<file path="src/rtl/pt_pkg.sv">
// Shared types for the page table translator.
// Assumes: fault codes and access codes are fixed encodings seen at the ports.
package pt_pkg;
    typedef enum logic [2:0] {
        FLT_NONE    = 3'd0,
        FLT_MISSING = 3'd1,
        FLT_INVALID = 3'd2,
        FLT_PROT    = 3'd3,
        FLT_ABSENT  = 3'd4
    } fault_e;

    typedef enum logic [1:0] {
        ACC_READ  = 2'd0,
        ACC_WRITE = 2'd1,
        ACC_EXEC  = 2'd2,
        ACC_RSVD  = 2'd3
    } access_e;

    localparam int FLAG_BITS = 7;

    // Flag group that sits above the frame number inside an entry.
    typedef struct packed {
        logic present;
        logic valid;
        logic exists;
        logic user_ok;
        logic can_r;
        logic can_w;
        logic can_x;
    } pte_flags_t;
endpackage

</file>
<file path="src/rtl/pt_table.sv">
// Entry store for all contexts: one write port, one combinational read port.
// Assumes: a write and a read of the same slot never need forwarding,
// because the top holds requests off during writes.
module pt_table #(
    parameter int IDX_BITS = 6,
    parameter int ENT_W    = 15
) (
    input  logic                clk,
    input  logic                rst_n,
    input  logic                wr_en,
    input  logic [IDX_BITS-1:0] wr_idx,
    input  logic [ENT_W-1:0]    wr_data,
    input  logic [IDX_BITS-1:0] rd_idx,
    output logic [ENT_W-1:0]    rd_data
);
    localparam int DEPTH = 1 << IDX_BITS;

    logic [ENT_W-1:0] mem_q [DEPTH];

    // Clear every slot on reset, otherwise take the configuration write.
    always_ff @(posedge clk) begin
        if (!rst_n) begin
            for (int i = 0; i < DEPTH; i++) mem_q[i] <= '0;
        end else if (wr_en) begin
            mem_q[wr_idx] <= wr_data;
        end
    end

    // Present the addressed slot to the checker.
    always_comb rd_data = mem_q[rd_idx];
endmodule

</file>
<file path="src/rtl/pt_check.sv">
// Ordered entry checker: missing, invalid, protection, not resident.
// Assumes: entry layout {present, valid, exists, user_ok, r, w, x, frame}.
module pt_check
    import pt_pkg::*;
#(
    parameter int PFN_BITS = 8,
    localparam int ENT_W   = PFN_BITS + FLAG_BITS
) (
    input  logic [ENT_W-1:0]    entry,
    input  logic [1:0]          access,
    input  logic                kernel,
    output logic [2:0]          fault,
    output logic [PFN_BITS-1:0] frame
);
    pte_flags_t flags;
    logic       perm_ok;
    logic       mode_ok;

    // Split the entry into flags and frame number.
    always_comb begin
        flags = pte_flags_t'(entry[ENT_W-1 -: FLAG_BITS]);
        frame = entry[PFN_BITS-1:0];
    end

    // Pick the permission bit that matches the access kind.
    always_comb begin
        unique case (access_e'(access))
            ACC_READ:  perm_ok = flags.can_r;
            ACC_WRITE: perm_ok = flags.can_w;
            ACC_EXEC:  perm_ok = flags.can_x;
            default:   perm_ok = 1'b0;
        endcase
        mode_ok = kernel | flags.user_ok;
    end

    // Report only the first failing check, in fixed priority.
    always_comb begin
        if (!flags.exists)                fault = FLT_MISSING;
        else if (!flags.valid)            fault = FLT_INVALID;
        else if (!(perm_ok && mode_ok))   fault = FLT_PROT;
        else if (!flags.present)          fault = FLT_ABSENT;
        else                              fault = FLT_NONE;
    end
endmodule

</file>
<file path="src/rtl/pt_translator.sv">
// Single-level page table translator with per-context tables.
// Accepts a request when valid and ready meet, answers one cycle later.
// Assumes: table writes and context loads take priority over lookups, so
// req_ready drops in those cycles.
module pt_translator
    import pt_pkg::*;
#(
    parameter int PAGE_BITS = 12,
    parameter int VPN_BITS  = 4,
    parameter int CTX_BITS  = 2,
    parameter int PFN_BITS  = 8
) (
    input  logic                          clk,
    input  logic                          rst_n,
    input  logic                          cfg_we,
    input  logic [CTX_BITS+VPN_BITS-1:0]  cfg_idx,
    input  logic [PFN_BITS+6:0]           cfg_entry,
    input  logic                          ctx_we,
    input  logic [CTX_BITS-1:0]           ctx_sel,
    input  logic                          req_valid,
    output logic                          req_ready,
    input  logic [VPN_BITS+PAGE_BITS-1:0] req_vaddr,
    input  logic [1:0]                    req_access,
    input  logic                          req_kernel,
    output logic                          rsp_valid,
    output logic [PFN_BITS+PAGE_BITS-1:0] rsp_paddr,
    output logic [2:0]                    rsp_fault
);
    localparam int IDX_BITS = CTX_BITS + VPN_BITS;
    localparam int ENT_W    = PFN_BITS + FLAG_BITS;
    localparam int PA_W     = PFN_BITS + PAGE_BITS;

    logic [CTX_BITS-1:0] ctx_q;
    logic [IDX_BITS-1:0] rd_idx;
    logic [ENT_W-1:0]    rd_entry;
    logic [2:0]          chk_fault;
    logic [PFN_BITS-1:0] chk_frame;
    logic                accept;

    // Hold off lookups while the table or the context is changing.
    always_comb begin
        req_ready = !(cfg_we || ctx_we);
        accept    = req_valid && req_ready;
        rd_idx    = {ctx_q, req_vaddr[PAGE_BITS +: VPN_BITS]};
    end

    // Context register: selects the active process's slice of the table.
    always_ff @(posedge clk) begin
        if (!rst_n)      ctx_q <= '0;
        else if (ctx_we) ctx_q <= ctx_sel;
    end

    pt_table #(
        .IDX_BITS (IDX_BITS),
        .ENT_W    (ENT_W)
    ) u_table (
        .clk     (clk),
        .rst_n   (rst_n),
        .wr_en   (cfg_we),
        .wr_idx  (cfg_idx),
        .wr_data (cfg_entry),
        .rd_idx  (rd_idx),
        .rd_data (rd_entry)
    );

    pt_check #(
        .PFN_BITS (PFN_BITS)
    ) u_check (
        .entry  (rd_entry),
        .access (req_access),
        .kernel (req_kernel),
        .fault  (chk_fault),
        .frame  (chk_frame)
    );

    // Register the response of an accepted request for one cycle.
    always_ff @(posedge clk) begin
        if (!rst_n) begin
            rsp_valid <= 1'b0;
            rsp_paddr <= '0;
            rsp_fault <= FLT_NONE;
        end else begin
            rsp_valid <= accept;
            if (accept) begin
                rsp_fault <= chk_fault;
                rsp_paddr <= (chk_fault == FLT_NONE)
                           ? {chk_frame, req_vaddr[PAGE_BITS-1:0]}
                           : {PA_W{1'b0}};
            end
        end
    end
endmodule

</file>
<file path="config.mk">
export PLATFORM = sky130hd
export DESIGN_NAME = pt_translator
export DESIGN_NICKNAME = d
export VERILOG_FILES = /design/src/rtl/pt_pkg.sv /design/src/rtl/pt_table.sv /design/src/rtl/pt_check.sv /design/src/rtl/pt_translator.sv
export SDC_FILE = /design/constraint.sdc
export NUM_CORES = 1
export LEC_CHECK = 0
export CORE_UTILIZATION = 66
export CTS_CLUSTER_DIAMETER = 100
export CTS_CLUSTER_SIZE = 30
export DETAILED_ROUTE_END_ITERATION = 12
export PLACE_DENSITY = 0.92
export SLEW_MARGIN = 20
export SYNTH_ARGS = -nofsm -noshare
export SYNTH_HDL_FRONTEND = slang
export SYNTH_SLANG_ARGS = --single-unit
</file>
<file path="constraint.sdc">
create_clock -name clk -period 5.46 [get_ports clk]
set_input_delay 1.092 -clock clk [delete_from_list [all_inputs] [get_ports clk]]
set_output_delay 1.092 -clock clk [all_outputs]
set_load 0.1 [all_outputs]
</file>
* Yosys cells after proc, flatten, opt, wreduce, memory -nomap -nowiden
Memories as Yosys holds them, arrays and structs flattened. Cells that the tools add are included.
Word-level totals: flip-flop bits (word level) 26, RAM bits 960, input bits 47, output and inout port bits 25, word-level logic and storage cells 28, memories 1
Memories:
- u_table.mem_q | depth 64, bits a word 15, read ports 1, clocked after memory_dff 0, wr ports 64, line pt_table.sv:18 | logic [ENT_W-1:0] mem_q [DEPTH];
Cells by class: equality and inequality tests 2, muxes and demuxes 13, bitwise logic cells 1, reduce and logical (&&, ||, !) cells 7
Operators with widths (count):
- 20-bit two-way mux | 1
- 15-bit two-way mux | 1
- 15-bit OR reduction | 1
- 3-bit two-way mux | 4
- 6-bit two-way mux | 1
- 1-bit two-way mux | 5
- 3-bit logical NOT | 1
- 1-bit case mux with 3 select lines | 1
- 2-bit by 1-bit equality test with 1-bit output, second input constant | 1
- 2-bit equality test, second input constant | 1
- 1-bit logical AND | 2
- 2-bit logical NOT | 1
- 1-bit logical NOT | 1
- 1-bit logical OR | 1
- 1-bit OR | 1

* Longest topological paths before layout
Gate-level depths: netlist (run 1).
word-level depth 8, gate-level depth with buffers 13

* Hierarchy
A second synthesis (run 1) with hierarchy kept.
Second synthesis, totals: cell total of the unflattened synthesis 2972, area total of the unflattened synthesis 45204.6 µm²
By module, submodules not included:
- pt_table | instances 1, cells each 2838, area each 44033.5 µm², sequential area each 28827.6 µm²
- pt_translator | instances 1, cells each 113, area each 1038.5 µm², sequential area each 520.5 µm²
- pt_check | instances 1, cells each 21, area each 132.6 µm², sequential area each 0.0 µm²

* Least setup slack after synthesis (run 1)
No wires, ideal clock.
path type input port to flip-flop, start in ctx_we, end reg rsp_paddr[0], library setup time 84 ps, arrival time 3722 ps, required time 5376 ps, setup slack 1654 ps, cell stages on the path 6, cell sequence nor2_1 -> nand2_1 -> o32a_4 -> or2_2 -> buf_6 -> o31ai_2
On the way: cells in the longest elaborated chain, start to end 3
Ends and longest elaborated chain:
- start: declaration | line pt_translator.sv:18 | input logic ctx_we,
- 1-bit logical OR | line pt_translator.sv:42 | req_ready = !(cfg_we || ctx_we);
- 1-bit logical NOT | line pt_translator.sv:42
- 1-bit logical AND | line pt_translator.sv:43 | accept = req_valid && req_ready;
- end signal: assignment | line pt_translator.sv:86 | rsp_paddr <= (chk_fault == FLT_NONE)
- end: declaration | line pt_translator.sv:26 | output logic [PFN_BITS+PAGE_BITS-1:0] rsp_paddr,
Every way passes these cells. A chain may end at the register's enable or synchronous reset.

* Worst setup path in the final report (run 1)
start in req_vaddr[14], end reg rsp_paddr[19]
On the way: cells in the longest elaborated chain, start to end 8
Ends and longest elaborated chain:
- start: declaration | line pt_translator.sv:22 | input logic [VPN_BITS+PAGE_BITS-1:0] req_vaddr,
- memory 64 x 15 bit (*)
- 1-bit case mux with 3 select lines or 1-bit OR (tied branches) | line pt_check.sv:27, pt_check.sv:33
- 1-bit logical AND | line pt_check.sv:40 | else if (!(perm_ok && mode_ok)) fault = FLT_PROT;
- 3-bit two-way mux | line pt_check.sv:40
- 3-bit two-way mux | line pt_check.sv:39 | else if (!flags.valid) fault = FLT_INVALID;
- 3-bit two-way mux | line pt_check.sv:38 | if (!flags.exists) fault = FLT_MISSING;
- 3-bit logical NOT | line pt_translator.sv:86
- 20-bit two-way mux (*) | line pt_translator.sv:87 | ? {chk_frame, req_vaddr[PAGE_BITS-1:0]}
Mark *: on every way between the ends. The rest lies on a longest branch, timed or not.

==> summary.txt, run 1 <==
Synthesis
  • Top-count cell post-synth: edfxtp_1
  • Mapped Cells: 2965
  • Synth top area cells: edfxtp_1 (64%), and2_1 (12%), mux4_2 (10%), mux4_1 (2.2%), clkbuf_1 (1.8%)
  • Register area share after synthesis: 64.7%
  • Yosys reg bits: 986
  • Share of the synthesized area in the top cell type: 63.5%
  • Mapped Area: 45400 um^2
  • Post-synth top area cell: edfxtp_1
  • Ys Warns: 0
  • Commonest cells post-synth: edfxtp_1 (960), and2_1 (904), clkbuf_1 (212)
  • Post-synth cell types: 60
  • Main synth FF type: edfxtp_1
  • Synthesized Nets: 3012
  • Syn Area/Cell: 15.3 um^2
  • EDFF count, synth: 960
  • Proportion of synthesized flip-flops having asynchronous set or reset: 0%

Setup path
  • Startpoint types: input port
  • Crit path max fanout: 50
  • R2r endpoint: rsp_paddr[5]
  • Crit. Startpoint: req_vaddr[14]
  • Worst EP arrival: 4.51 ns
  • Crit path kind: in -> reg
  • Critical Path RT: 5.95 ns
  • CP endpoint: rsp_paddr[19]
  • FF-to-FF Start: ctx_q[1]
  • Worst reg2reg path depth: 7
  • Reg2Reg Setup Slack: 2.07 ns
  • Worst Setup End Kind: register

Clock network
  • Resize count post-CTS: 0
  • Htree depth: 2
  • Clock Latency Late Sink: 0.65 ns
  • TritonCTS buffer count: 38
  • Root Buffer: clkbuf_16
  • Post-CTS Setup Bufs: 0
  • Longest Clk Path Bufs: 3
  • TritonCTS clock tree: built
  • CTS hold repair buffers: 0
  • Sinks on Clock Net: 986
  • Clock slew at reported path FFs: 0.11 ns

Global routing
  • Global-route usage over all layers: 34.5%
  • Initial antenna violation count: 4
  • First-pass GRT wire length: 174000 um
  • Vias in the first global route: 26438
  • GRT overflow: 0
  • Pin count of the biggest net entering global routing: 72

Final layout
  • Share of cells above drive strength 1: 15.1%
  • Post-layout util: 70.9%
  • Layout area overhead: 5.60%
  • Nets: 2971

Power and ir drop
  • Pleak: 16.5 nW
  • Pwr Total: 0.0138 W
  • PwrDens: 287 nW/um^2
  • Peak supply drop: 0.000224 V

Drt
  • Final wirelength: 120000 um
  • Detail-routed via count per cell: 7.17
  • Vias: 27436
  • DRT iter0 DRCs: 4964
  • Drt pass-1 iters: 6
  • DRT antenna net count: 0
  • # DRC: 0
  • Routed len/inst: 31.3 um

Timing
  • Worst hold margin: 0.470 ns
  • Least-Margin Pin Slew: 1.30 ns
  • RSZ-0062 raised after global routing: false
  • F_max: 0.249 GHz
  • Post-route worst setup slack: 1.45 ns
  • Slew margin rel.: 13.1%
  • Setup violators final: 0
  • Final hold vios: 0
  • Final setup skew: 0.0472 ns
  • Minimum clock period: 4.01 ns
  • Post-route setup TNS: 0 ns
  • Final Slew Violations: 0
  • Final period utilization: 73.5%

Floorplanning
  • Core Region: 67600 um^2
  • Std cell rows: 95
  • Starting Density: 67.1%
  • Die width: 264 um
  • I/O pin cnt: 72
  • Die Span Y: 264 um
  • Full die area: 69800 um^2

Run
  • Max-cap violations: 0

Placement
  • Post-place setup slack: 0.950 ns
  • Input/output buffers: 71
  • DP Wirelength: 75400 um
  • Gpl congestion: 0.962

Status
  • Status: completed

Hold path
  • Type of the most critical hold path: reg -> reg
[how the worst min path moves through the flow]
stage            startpoint            to  slack, ns  cells past startpoint
3_5_place_dp   rsp_paddr[3]  rsp_paddr[3]       0.46                      2
4_1_cts        rsp_paddr[3]  rsp_paddr[3]       0.48                      2
5_1_grt        rsp_paddr[8]  rsp_paddr[8]       0.50                      2
2_1_floorplan      ctx_q[1]      ctx_q[1]       0.74                      3
3_3_place_gp   rsp_paddr[3]  rsp_paddr[3]       0.44                      2
6_report       rsp_paddr[3]  rsp_paddr[3]       0.47                      2
[stage by stage]
step | std cells | instance area, um^2
2_1_floorplan | 2965 | 45400
3_3_place_gp | 3757 | 46800
3_5_place_dp | 3757 | 46800
4_1_cts | 3826 | 47900
5_1_grt | 3826 | 47900
6_report | 3828 | 47900
[worst max-delay path: stages]
cell,delay [ns]
buf_4,0.70
buf_4,0.47
buf_4,0.34
mux4_2,0.36
o22ai_1,0.31
nor3_1,0.16
nor2_1,0.46
o221ai_1,0.26
nand4_1,0.16
o21ai_0,0.15
[final cells by class]
| type | count | area, um^2 |
|---|---|---|
| Sequential cell | 986 | 29300 |
| Tap cell | 873 | 1090 |
| Timing Repair Buffer | 211 | 1790 |
| Fill cell | 3834 | 19700 |
| Clock buffer | 68 | 1090 |
| Multi-Input combinational cell | 1682 | 14600 |
| Antenna cell | 2 | 5.00 |
| Inverter | 5 | 18.8 |
| Clock inverter | 1 | 8.76 |
[cell families after synthesis]
| group | share of synthesized area, % |
|---|---|
| buffers and inverters | 3.29 |
| flip-flops | 64.7 |
| multiplexers | 13.3 |
| AND/OR/NAND/NOR | 15.7 |
| AO/OA/AOI/OAI | 3.10 |
[sequential cells by signal, summed over array words and instances, names as in the netlist]
name,cells
rsp_valid,1
u_table.mem_q,960
rsp_paddr,20
ctx_q,2
rsp_fault,3
[cell usage in the layout (no fill, tap or decap), types with 28 or more instances in the layout]
cell	n
edfxtp_1	960
and2_1	904
mux4_2	204
buf_4	143
nor2_1	76
nand2_1	63
and3_1	62
o21ai_1	61
clkdlybuf4s50_1	51
clkbuf_16	39
mux2i_1	38
mux4_1	38
o22ai_1	32
clkbuf_1	28
[power by group]
group | leakage [nW] | internal [W] | switching (W)
clock | 0.525 | 0.00139 | 0.00222
combinational | 6.67 | 0.000484 | 0.000867
sequential | 9.33 | 0.00865 | 0.000136
total | 16.5 | 0.0105 | 0.00323
[per-layer routing]
| metal | global-route usage, % | vias up | routed length [um] |
|---|---|---|---|
| met5 | 0 | - | 26 |
| met1 | 46.4 | 13424 | 38600 |
| met4 | 16.3 | 4 | 7060 |
| met3 | 9.10 | 460 | 18800 |
| met2 | 53.2 | 2676 | 55200 |
| li1 | - | 10872 | - |
(Power assumes the default switching activity.)
==> run 2: changes to the inputs <==
- CORE_UTILIZATION: 66 -> 57
- PLACE_DENSITY: 0.92 -> 0.86
- clock period: 5.46 -> 3.56 ns (I/O delays scaled with it)
==> run 2 against run 1 <==
- cell count increased by 7.5%
- worst hold slack improved by 0.0033 ns
- clock-buffer cell count is 5 lower
- global-route usage down 5.1 points
- via count shrank 1.6%
- first-iteration DRC count down 16%
- setup slack got worse by 0.97 ns
- die area increased by 16%
- flip-flop and latch count did not move
- critical path depth fell by 1
- cell area increased by 2.8%
- register-to-register slack got worse by 1.3 ns
==> summary.txt, run 2 (synthesis gave the netlist of run 1 again) <==
Status
  • Status: completed

Timing
  • Setup violators final: 0 (unchanged)
  • Final hold vios: 0 (unchanged)
  • Final period utilization: 86.6%
  • Slew margin rel.: 24.9% (+12 points)
  • Post-route setup TNS: 0 ns (unchanged)
  • Minimum clock period: 3.08 ns
  • Least-Margin Pin Slew: 1.12 ns (-0.178 ns)
  • Worst hold margin: 0.473 ns (+0.00329 ns)
  • RSZ-0062 raised after global routing: false
  • Final Slew Violations: 0 (unchanged)
  • Final setup skew: 0.0206 ns (-0.0266 ns)
  • F_max: 0.324 GHz

Placement
  • DP Wirelength: 79100 um (+4.9%)
  • Gpl congestion: 1.01 (+5.2%)
  • Input/output buffers: 71 (unchanged)

Setup path
  • Slowest CP cell: clkdlybuf4s50_1
  • Worst Setup End Kind: register
  • Startpoint types: input port
  • Worst EP arrival: 3.62 ns (-0.89 ns)
  • Crit path kind: in -> reg
  • Crit-path max cell delay: 0.69 ns (about the same)
  • Critical Path RT: 4.09 ns (-1.86 ns)
  • Crit path max fanout: 15 (-70%)
  • Top delay family on crit path: buffers and inverters
  • Worst path cell trace: clkdlybuf4s50_1 > clkinv_1 > buf_12 > mux2i_1 > mux4_2 > o32a_4 > nor2_1 > nand4_1 > o21ai_0
  • Worst path bufs/invs: 3 (unchanged)

Clock network
  • CTS hold repair buffers: 0 (unchanged)
  • Htree depth: 2 (unchanged)
  • Root Buffer: clkbuf_16
  • Resize count post-CTS: 0 (unchanged)
  • Longest Clk Path Bufs: 3 (unchanged)
  • TritonCTS clock tree: built
  • TritonCTS buffer count: 38 (unchanged)
  • Clock slew at reported path FFs: 0.11 ns (about the same)
  • Clock Latency Late Sink: 0.63 ns (-0.02 ns)
  • Sinks on Clock Net: 986 (unchanged)
  • Post-CTS Setup Bufs: 0 (unchanged)

Final layout
  • Layout area overhead: 8.52%
  • Most frequent cells in the layout: edfxtp_1 (960), and2_1 (904), buf_4 (237)
  • Commonest non-fill, non-tap cell in the layout: edfxtp_1
  • Nets: 3089 (+4.0%)
  • Largest Register: u_table.mem_q
  • Ant diodes: 0 (-2)
  • Max reg flops: 960 (unchanged)
  • Share of cells above drive strength 1: 18.2% (+3.2 points)
  • Top Registers: u_table.mem_q x960, rsp_paddr x20, rsp_fault x3

Drt
  • Routed len/inst: 28.9 um (-7.7%)
  • Drt pass-1 iters: 6 (unchanged)
  • Final wirelength: 119000 um (-0.74%)
  • # DRC: 0 (unchanged)
  • DRT iter0 DRCs: 4152 (-16%)
  • DRT antenna net count: 0 (unchanged)
  • Detail-routed via count per cell: 6.56 (-8.5%)
  • Vias: 26992 (-1.6%)

Floorplanning
  • Die width: 284 um (+7.5%)
  • Full die area: 80800 um^2 (+16%)
  • Std cell rows: 103 (+8.4%)
  • Core Region: 78900 um^2 (+17%)
  • Starting Density: 57.6% (-9.6 points)
  • I/O pin cnt: 72 (unchanged)
  • Die Span Y: 284 um (+7.5%)

Global routing
  • Initial antenna violation count: 0 (-4)
  • Global-route usage over all layers: 29.4% (-5.1 points)
  • First-pass GRT wire length: 174000 um (about the same)
  • Vias in the first global route: 26501 (+0.24%)
  • Pin count of the biggest net entering global routing: 73 (+1.4%)
  • GRT overflow: 0 (unchanged)

Power and ir drop
  • Peak supply drop: 0.000327 V (+46%)
  • PwrDens: 431 nW/um^2 (+50%)
  • Pwr Total: 0.0212 W (+54%)
  • Pleak: 17.2 nW (+4.1%)

Hold path
  • Type of the most critical hold path: reg -> reg

Run
  • Max-cap violations: 0 (unchanged)
run 2: tightest hold or removal path, delay by kind of cell, from the launching register on:
family             cells  cell delay, ns
AOI/OAI and AO/OA      1            0.05
DFF                    1            0.33
and+or+nand+nor        1            0.06
run 2: worst paths after layout:
kind                                             from            end  slack [ns]  cells past startpoint
worst min register to register          rsp_paddr[10]  rsp_paddr[10]        0.47                      2
worst min-delay path                    rsp_paddr[10]  rsp_paddr[10]        0.47                      2
worst max-delay path                    req_vaddr[15]  rsp_paddr[16]        0.48                      9
worst max register to register  u_table.mem_q[34][14]   rsp_paddr[2]        0.72                      6
run 2: area by class of cell:
| class | count | area (um^2) |
|---|---|---|
| clock buffers | 63 | 1110 |
| inverters | 5 | 18.8 |
| fillers | 5396 | 29600 |
| well taps | 1050 | 1310 |
| flip-flops and latches | 986 | 29300 |
| repair buffers | 329 | 2900 |
| clock inverters | 2 | 7.51 |
| multi-input cells | 1682 | 14600 |
run 2: per-layer routing:
metal  up-vias  routed length (um)  global-route usage (%)
met5         -                   0                       0
met4         0                5170                    10.9
met3       293               14200                    5.14
met2      1984               56600                    47.2
met1     13608               42800                    40.6
li1      11107                   -                       -
run 2: power breakdown:
part	internal, W	total, W	leakage (nW)	switching (W)
Sequential	0.0133	0.0135	9.33	0.000186
Clock	0.00218	0.00558	0.534	0.00340
Combinational	0.000863	0.00220	7.34	0.00134
Total	0.0163	0.0212	17.2	0.00492
run 2: metrics by stage:
| step | std cells | util (%) | worst slack [ns] | area, um^2 |
|---|---|---|---|---|
| 2_1_floorplan | 2965 | - | 0.134 | 45400 |
| 3_3_place_gp | 4050 | 61.0 | 0.0308 | 48100 |
| 3_5_place_dp | 4050 | 61.0 | -0.0516 | 48100 |
| 4_1_cts | 4115 | 62.4 | 0.542 | 49200 |
| 5_1_grt | 4117 | 62.5 | 0.382 | 49300 |
| 6_report | 4117 | 62.5 | 0.477 | 49300 |
